[src/rtl/rcv_pkg.sv]
package rcv_pkg;

    typedef enum logic [1:0] {
        CK_PLAIN  = 2'd0,
        CK_CALL   = 2'd1,
        CK_RET    = 2'd2,
        CK_BRANCH = 2'd3
    } commit_kind_e;

    // Next call depth after a committed instruction, saturating at both ends.
    function automatic int unsigned step_depth(int unsigned cur,
                                               commit_kind_e kind,
                                               int unsigned ceiling);
        int unsigned nxt;
        nxt = cur;
        if (kind == CK_CALL && cur < ceiling) nxt = cur + 1;
        if (kind == CK_RET && cur > 0)        nxt = cur - 1;
        return nxt;
    endfunction

endpackage

[src/rtl/rcv_depth_ctr.sv]
module rcv_depth_ctr
    import rcv_pkg::*;
#(
    parameter int DEPTH_W = 4
) (
    input  logic               clk,
    input  logic               rst,
    input  logic               step_valid,
    input  commit_kind_e       kind,
    output logic [DEPTH_W-1:0] depth
);
    localparam int unsigned CEILING = (1 << DEPTH_W) - 1;

    always_ff @(posedge clk) begin
        if (rst) begin
            depth <= '0;
        end else if (step_valid) begin
            depth <= DEPTH_W'(step_depth(32'(depth), kind, CEILING));
        end
    end
endmodule

[src/rtl/rcv_pc_match.sv]
module rcv_pc_match #(
    parameter int ENTRIES = 8,
    parameter int PC_W    = 32,
    parameter int IDX_W   = 3
) (
    input  logic [PC_W-1:0]         key,
    input  logic [ENTRIES-1:0]      valid,
    input  logic [ENTRIES*PC_W-1:0] tags,
    output logic                    hit,
    output logic [IDX_W-1:0]        idx
);
    logic [ENTRIES-1:0] match;

    for (genvar g = 0; g < ENTRIES; g++) begin : g_cmp
        assign match[g] = valid[g] && (tags[g*PC_W +: PC_W] == key);
    end

    always_comb begin
        idx = '0;
        for (int i = ENTRIES - 1; i >= 0; i--) begin
            if (match[i]) idx = IDX_W'(i);
        end
    end

    assign hit = |match;
endmodule

[src/rtl/rcv_rr_alloc.sv]
module rcv_rr_alloc #(
    parameter int ENTRIES = 8,
    parameter int IDX_W   = 3
) (
    input  logic             clk,
    input  logic             rst,
    input  logic             advance,
    output logic [IDX_W-1:0] ptr
);
    localparam logic [IDX_W-1:0] LAST = IDX_W'(ENTRIES - 1);

    always_ff @(posedge clk) begin
        if (rst) begin
            ptr <= '0;
        end else if (advance) begin
            ptr <= (ptr == LAST) ? '0 : ptr + 1'b1;
        end
    end
endmodule

[src/rtl/rcv_gate_table.sv]
module rcv_gate_table
    import rcv_pkg::*;
#(
    parameter int ENTRIES = 8,
    parameter int PC_W    = 32,
    parameter int DEPTH_W = 4
) (
    input  logic                       clk,
    input  logic                       rst,
    input  logic                       commit_valid,
    input  logic [1:0]                 commit_kind,
    input  logic [PC_W-1:0]            commit_pc,
    input  logic [PC_W-1:0]            query_pc,
    output logic                       query_hit,
    output logic [$clog2(ENTRIES)-1:0] query_idx,
    output logic [ENTRIES-1:0]         train_en,
    output logic [DEPTH_W-1:0]         cur_depth
);
    localparam int IDX_W = $clog2(ENTRIES);

    typedef struct packed {
        logic               valid;
        logic               active;
        logic [DEPTH_W-1:0] lvl;
        logic [PC_W-1:0]    pc;
    } ent_t;

    ent_t ent_q [ENTRIES];

    commit_kind_e kind;
    logic         is_br;
    logic         is_ret;

    assign kind   = commit_kind_e'(commit_kind);
    assign is_br  = commit_valid && (kind == CK_BRANCH);
    assign is_ret = commit_valid && (kind == CK_RET);

    logic [ENTRIES-1:0]         valid_vec;
    logic [ENTRIES-1:0]         active_vec;
    logic [ENTRIES*PC_W-1:0]    tag_flat;
    logic [ENTRIES*DEPTH_W-1:0] lvl_flat;

    for (genvar g = 0; g < ENTRIES; g++) begin : g_flat
        assign valid_vec[g]                  = ent_q[g].valid;
        assign active_vec[g]                 = ent_q[g].active;
        assign tag_flat[g*PC_W +: PC_W]      = ent_q[g].pc;
        assign lvl_flat[g*DEPTH_W +: DEPTH_W] = ent_q[g].lvl;
    end

    rcv_depth_ctr #(.DEPTH_W(DEPTH_W)) u_depth (
        .clk        (clk),
        .rst        (rst),
        .step_valid (commit_valid),
        .kind       (kind),
        .depth      (cur_depth)
    );

    logic             c_hit;
    logic [IDX_W-1:0] c_idx;

    rcv_pc_match #(.ENTRIES(ENTRIES), .PC_W(PC_W), .IDX_W(IDX_W)) u_commit_match (
        .key   (commit_pc),
        .valid (valid_vec),
        .tags  (tag_flat),
        .hit   (c_hit),
        .idx   (c_idx)
    );

    rcv_pc_match #(.ENTRIES(ENTRIES), .PC_W(PC_W), .IDX_W(IDX_W)) u_query_match (
        .key   (query_pc),
        .valid (valid_vec),
        .tags  (tag_flat),
        .hit   (query_hit),
        .idx   (query_idx)
    );

    logic [IDX_W-1:0] rr_ptr;

    rcv_rr_alloc #(.ENTRIES(ENTRIES), .IDX_W(IDX_W)) u_alloc (
        .clk     (clk),
        .rst     (rst),
        .advance (is_br && !c_hit),
        .ptr     (rr_ptr)
    );

    // Entry claimed by a branch commit this cycle (existing owner or next victim).
    logic [IDX_W-1:0]   tgt_idx;
    logic [ENTRIES-1:0] tgt;

    assign tgt_idx = c_hit ? c_idx : rr_ptr;

    always_comb begin
        tgt = '0;
        if (is_br) tgt[tgt_idx] = 1'b1;
    end

    for (genvar g = 0; g < ENTRIES; g++) begin : g_ent
        assign train_en[g] = commit_valid && ent_q[g].active &&
                             (ent_q[g].lvl == cur_depth) && !tgt[g];

        always_ff @(posedge clk) begin
            if (rst) begin
                ent_q[g] <= '0;
            end else if (tgt[g]) begin
                ent_q[g].valid  <= 1'b1;
                ent_q[g].active <= 1'b1;
                ent_q[g].lvl    <= cur_depth;
                ent_q[g].pc     <= commit_pc;
            end else if (is_ret && ent_q[g].active && (ent_q[g].lvl >= cur_depth)) begin
                ent_q[g].active <= 1'b0;
            end
        end
    end
endmodule

[config.mk]
export PLATFORM = sky130hd
export DESIGN_NAME = rcv_gate_table
export DESIGN_NICKNAME = d
export VERILOG_FILES = /design/src/rtl/rcv_pkg.sv /design/src/rtl/rcv_depth_ctr.sv /design/src/rtl/rcv_pc_match.sv /design/src/rtl/rcv_rr_alloc.sv /design/src/rtl/rcv_gate_table.sv
export SDC_FILE = /design/constraint.sdc
export NUM_CORES = 1
export LEC_CHECK = 0
export BUFFER_PORTS_ARGS = -buffer_cell sky130_fd_sc_hd__buf_2
export CAP_MARGIN = 25
export CORE_ASPECT_RATIO = 0.6
export CORE_MARGIN = 2
export CORE_UTILIZATION = 30
export CTS_BUF_LIST = sky130_fd_sc_hd__clkbuf_8
export DETAILED_ROUTE_END_ITERATION = 10
export PLACE_DENSITY = 0.48
export SYNTH_ARGS = -nofsm -noshare
export SYNTH_HDL_FRONTEND = slang
export SYNTH_HIERARCHICAL = 1
export SYNTH_SLANG_ARGS = --single-unit
[constraint.sdc]
create_clock -name clk -period 4.32 [get_ports clk]
set_clock_uncertainty 0.05 [all_clocks]
set_input_delay 0.864 -clock clk [delete_from_list [all_inputs] [get_ports clk]]
set_output_delay 0.864 -clock clk [all_outputs]
set_load 0.03 [all_outputs]
# == Yosys cells after proc, flatten, opt, wreduce, memory -nomap -nowiden ==
# Memories as Yosys holds them, arrays and structs flattened.
# Cells that the tools add are included.
# word_totals
ff_bits,7
mem_bits_rw,304
input_bits,69
output_inout_bits,16
word_cells,282
mem_count,1
# mem_list
name,words,width,read_ports,rd_ports_with_merged_regs,write_ports,line,text
ent_q,8,38,8,0,8,rcv_gate_table.sv:28,ent_t ent_q [ENTRIES];
# classes
n_addsub,3
magnitude_cmp,12
eq_ne,28
n_mux,121
bitwise,40
n_reduce_logical,75
# op_table
cell,n
32-bit equality test,16
32-bit 2-to-1 mux,8
1-bit 2-to-1 mux,83
1-bit logical AND,62
3-bit 2-to-1 mux,18
4-bit 2-to-1 mux,10
1-bit OR,40
4-bit equality test,8
4-bit >= comparator,8
8-bit OR reduction,2
1-bit zero test,9
8-bit 2-to-1 mux,1
4-bit by 1-bit adder with 4-bit output (second input constant),1
2-bit equality test (second input constant),2
4-bit by 1-bit > comparator with 1-bit output (second input constant),1
3-bit by 4-bit < comparator with 1-bit output (second input constant),1
4-bit < comparator (second input constant),1
4-bit by 1-bit subtractor with 4-bit output (second input constant),1
3-bit by 1-bit adder with 3-bit output (second input constant),1
1-bit demux with 3-bit select,1
3-bit equality test (second input constant),1
3-bit by 1-bit >= comparator with 1-bit output (second input constant),1
2-bit by 1-bit equality test with 1-bit output (second input constant),1
2-bit AND reduction,1
2-bit nonzero test,1

# == Logic depth before layout (Yosys ltp) ==
# An unclocked memory read counts as a cell.
# depth
ltp_word,22
depth_mapped,14
depth_no_buf,11

# == Modules after synthesis ==
# The synthesis kept the hierarchy.
# by_module_without_submodules
module,instances,cells_each,area_per_inst_um2,seq_area_each_um2
rcv_gate_table,1,854,12508.2,9118.7
rcv_pc_match,2,394,3178.0,0.0
rcv_depth_ctr,1,34,296.5,80.1
rcv_rr_alloc,1,13,141.4,60.1

# == Worst setup path after synthesis ==
# OpenSTA, ideal clock, no wires.
# synth_path
kind,input to output
start,input commit_pc[10]
end,output train_en[6]
t_arrival_ns,3.818
required_ns,3.406
slack_ns,-0.412
stages,12
path_buffers,2
cell_sequence,buf_6 > xnor2_1 > nand4_1 > nor4_1 > nand4_1 > or4_4 > o41ai_2 > or3_1 > buf_2 > and3b_1 > o211ai_1 > nor3b_1
# synth_between
word_cells_on_any_way,34
classes_between,2 x order compare; 8 x eq/ne; 12 x mux; 12 x reduce/logical
# synth_lines
element,line,text
start: declaration,rcv_gate_table.sv:12,"input logic [PC_W-1:0] commit_pc,"
32-bit equality test,rcv_pc_match.sv:15,assign match[g] = valid[g] && (tags[g*PC_W +: PC_W] == key);
1-bit logical AND,rcv_pc_match.sv:15,
8-bit OR reduction (*),rcv_pc_match.sv:25,assign hit = |match;
net c_hit,rcv_gate_table.sv:58,logic c_hit;
3-bit 2-to-1 mux (*),rcv_gate_table.sv:90,assign tgt_idx = c_hit ? c_idx : rr_ptr;
3-bit by 4-bit < comparator with 1-bit output (not written as such) or 3-bit by 1-bit >= comparator with 1-bit output (tied branches),rcv_gate_table.sv:94,if (is_br) tgt[tgt_idx] = 1'b1;
1-bit logical AND (not written as such),rcv_gate_table.sv:94,
1-bit 2-to-1 mux (not written as such),rcv_gate_table.sv:94,
1-bit demux with 3-bit select (*),rcv_gate_table.sv:94,
8-bit 2-to-1 mux (*),rcv_gate_table.sv:94,
1-bit zero test (*),rcv_gate_table.sv:99,(ent_q[g].lvl == cur_depth) && !tgt[g];
1-bit logical AND (*),rcv_gate_table.sv:99,
end: declaration,rcv_gate_table.sv:16,"output logic [ENTRIES-1:0] train_en,"
# Mark *: on every way through the listed nets, which the timed path passes. The rest lies on a longest branch.

==> impl_metrics.ini <==
[synthesis]
synth-seq-area-share_pct = 48.0
avgSynthCellArea_um2 = 11.4
netlist.area_leader.share_pct = 47.1
netlist-cell-type-count = 53
ys_async_sr_fraction_pct = 0
synthCells = 1689
syn_nets = 1793
yosys_warnings = 6
synth_edf_count = 303
synth-main-ff-cell = edfxtp_1
ys_seq_elements = 311
netlist.top_cell.by_area = edfxtp_1
synth_area_leaders = edfxtp_1 (47%), xnor2_1 (16%), xor2_1 (7.1%)
syn_area_um2 = 19300

[grt]
grt-ovfl-total = 0
groute.usage.overall_pct = 27.0
grt_pass1_vias = 15000
antenna_found_initial = 4
grt_pass1_wl_mm = 125
grt_max_degree = 42

[worst_setup_path]
r2r-start = ent_q[0][142]
slowest_stage = or4_4
worstSetupStartpointType = flip-flop
ff2ff_setup_slack_ns = -0.09
required_ns = 3.41
crit_type = reg -> out
path_max_fanout = 4
r2r_end = ent_q[1][68]
worstSetupEndpointType = primary output
max_stage_delay_ns = 0.52
critical_path_arrival_ns = 4.19
r2r.worst_path.cells = 16
crit_chain = xnor2_2 > buf_4 > nand4_1 > nor4_2 > buf_4 > nand4_1 > or4_4 > nand2_4 > buf_6 > a31oi_4 > nor2_4 > and3b_1 > o211ai_1 > nor3b_4 > buf_6

[floorplan]
die_w_um = 331
core_area_um2 = 63200
initial_core_util_pct = 30.6
rows = 71
die_h_um = 200
io_pins = 85
dieArea_um2 = 66500

[finish]
drive_above_1_share_pct = 31.0
post-route-util_pct = 39.0
regArea_um2 = 9260
layout_commonest_cell = xnor2_1
mostFrequentLayoutCells = xnor2_1 (340), edfxtp_1 (303), buf_4 (292)
multiInputGateArea_um2 = 9680
antennaDiodeCount = 0
syn_to_final_growth_pct = 27.7
finalNetCount = 2141
fill_cells = 6209

[detailed_routing]
drc = 0
vias_per_cell = 5.48
dr_total_vias = 16000
finalWirelength_mm = 92.3
initialDrtViolationCount = 2385
wire_per_inst_um = 31.7
drtPass1Iterations = 5
drtAntennaViolNets = 0

[sta]
slew_violations = 0
period_share_pct = 118
worst_pin_slew_ns = 1.01
max_freq_mhz = 196
min_period_ns = 5.10
hold_viol_final = 0
rsz0062_at_grt = true
fin_ws_ns = -0.780
finalSetupViolCount = 41
slew_headroom_pct = 32.8
fin_worst_hold_slack_ns = 0.420

[hold_path]
min_to = ent_q[1][37]
min_from = ent_q[1][37]
hold_depth = 2
min_path_type = reg -> reg

[job]
cap_viol_max_count = 0

[placement]
gp_congestion = 1.02
portBuffers = 84
hpwl_mm = 69.5

[clock_network]
clkSinkCount = 311
clkSlewWorstSetupHoldPaths_ns = 0.07
cts_max_path_buffers = 3
cts_tree = yes
h-tree-depth = 2
cts_buffers = 53
cts_root_buf = clkbuf_8
ctsHoldBuffers = 0
insertion_delay_ns = 0.66

[run_status]
violations = negative setup slack
status = finished, violations left

[pwr]
irDropWorstVdd_uv = 238
p_per_area_nw_per_um2 = 306
p_leak_nw = 8.70
[final cells by class]
type	instances	area share (%)
multi-input combinational	1230	39.3
sequential	311	37.6
clock inverter	41	0.701
timing repair buffer	425	14.9
tap	839	4.26
inverter	16	0.249
clock buffer	55	3.07
[cells in the mapped netlist, drive strengths merged, types with 14 or more instances]
master and instances:
nor2 85, inv 15, nor4 54, nand2 64
nand3 23, nor3 239, edfxtp 303, nor3b 14
xnor2 358, o211ai 24, xor2 156, ha 35
nand2b 14, nand4 95, clkbuf 19, buf 113
[cell families after synthesis]
family,after synthesis,share of synthesized area (%)
xor gates and xnor gates,514,23.4
buffers and inverters,148,5.09
and+or+nand+nor,617,18.4
DFF,311,48.0
AOI/OAI and AO/OA,59,2.50
adders and majority gates,35,2.27
muxes,5,0.331
[worst max-delay path, delay by kind of cell, from the launching register on]
family          cells  cell delay [ns]
buf+inv             4             0.59
flops               1             0.45
compound gates      2             0.35
simple gates        8             1.91
xor+xnor            1             0.22
[per-stage QoR]
stage,worst slack [ns],setup TNS [ns],power [mW],cells,instance area [um2]
finish,-0.780,-7.46,7.53,2917,24600
global route,-0.799,-8.08,7.71,2917,24600
CTS,-0.679,-5.24,7.48,2907,24400
detailed placement,-1.23,-425.60,4.90,2799,22900
global placement,-1.31,-460.17,4.90,2799,22900
floorplan,-0.109,-0.143,4.23,1689,19400
[metal layers]
metal  wire [um]  up-vias  GRT usage (%)  share of wire (%)
li1            -     6774              -                  -
met4        1230        2           3.77                1.3
met5          18        -              0              0.019
met2       33500     1012           33.6                 36
met1       44200     8107           44.5                 48
met3       13400       81           8.30                 14
[registers in the layout, summed over array words and instances, names as in the netlist]
register	count
u_alloc/ptr	3
u_depth/depth	4
ent_q	304
[report_power, final]
group	switching, mW	internal [mW]
Clock	1.39	1.18
Combinational	0.899	0.546
Sequential	0.108	3.42
Total	2.39	5.14
[how the worst max path moves through the flow]
| stage | from | end | cells after the start |
|---|---|---|---|
| 2_1_floorplan | commit_pc[10] | train_en[6] | 12 |
| 3_3_place_gp | commit_pc[24] | train_en[2] | 13 |
| 3_5_place_dp | commit_pc[24] | train_en[7] | 13 |
| 4_1_cts | ent_q[0][142] | train_en[7] | 14 |
| 5_1_grt | ent_q[0][142] | train_en[5] | 15 |
| 6_report | ent_q[0][142] | train_en[4] | 15 |
[repair_timing]
item	in CTS	in global routing
pin swaps	38	16
buffers inserted	19	9
hold endpoints to repair	0	0
setup endpoints to repair	412	83
gates resized for setup	79	32
gates cloned	1	3
(Power assumes the default switching activity.)
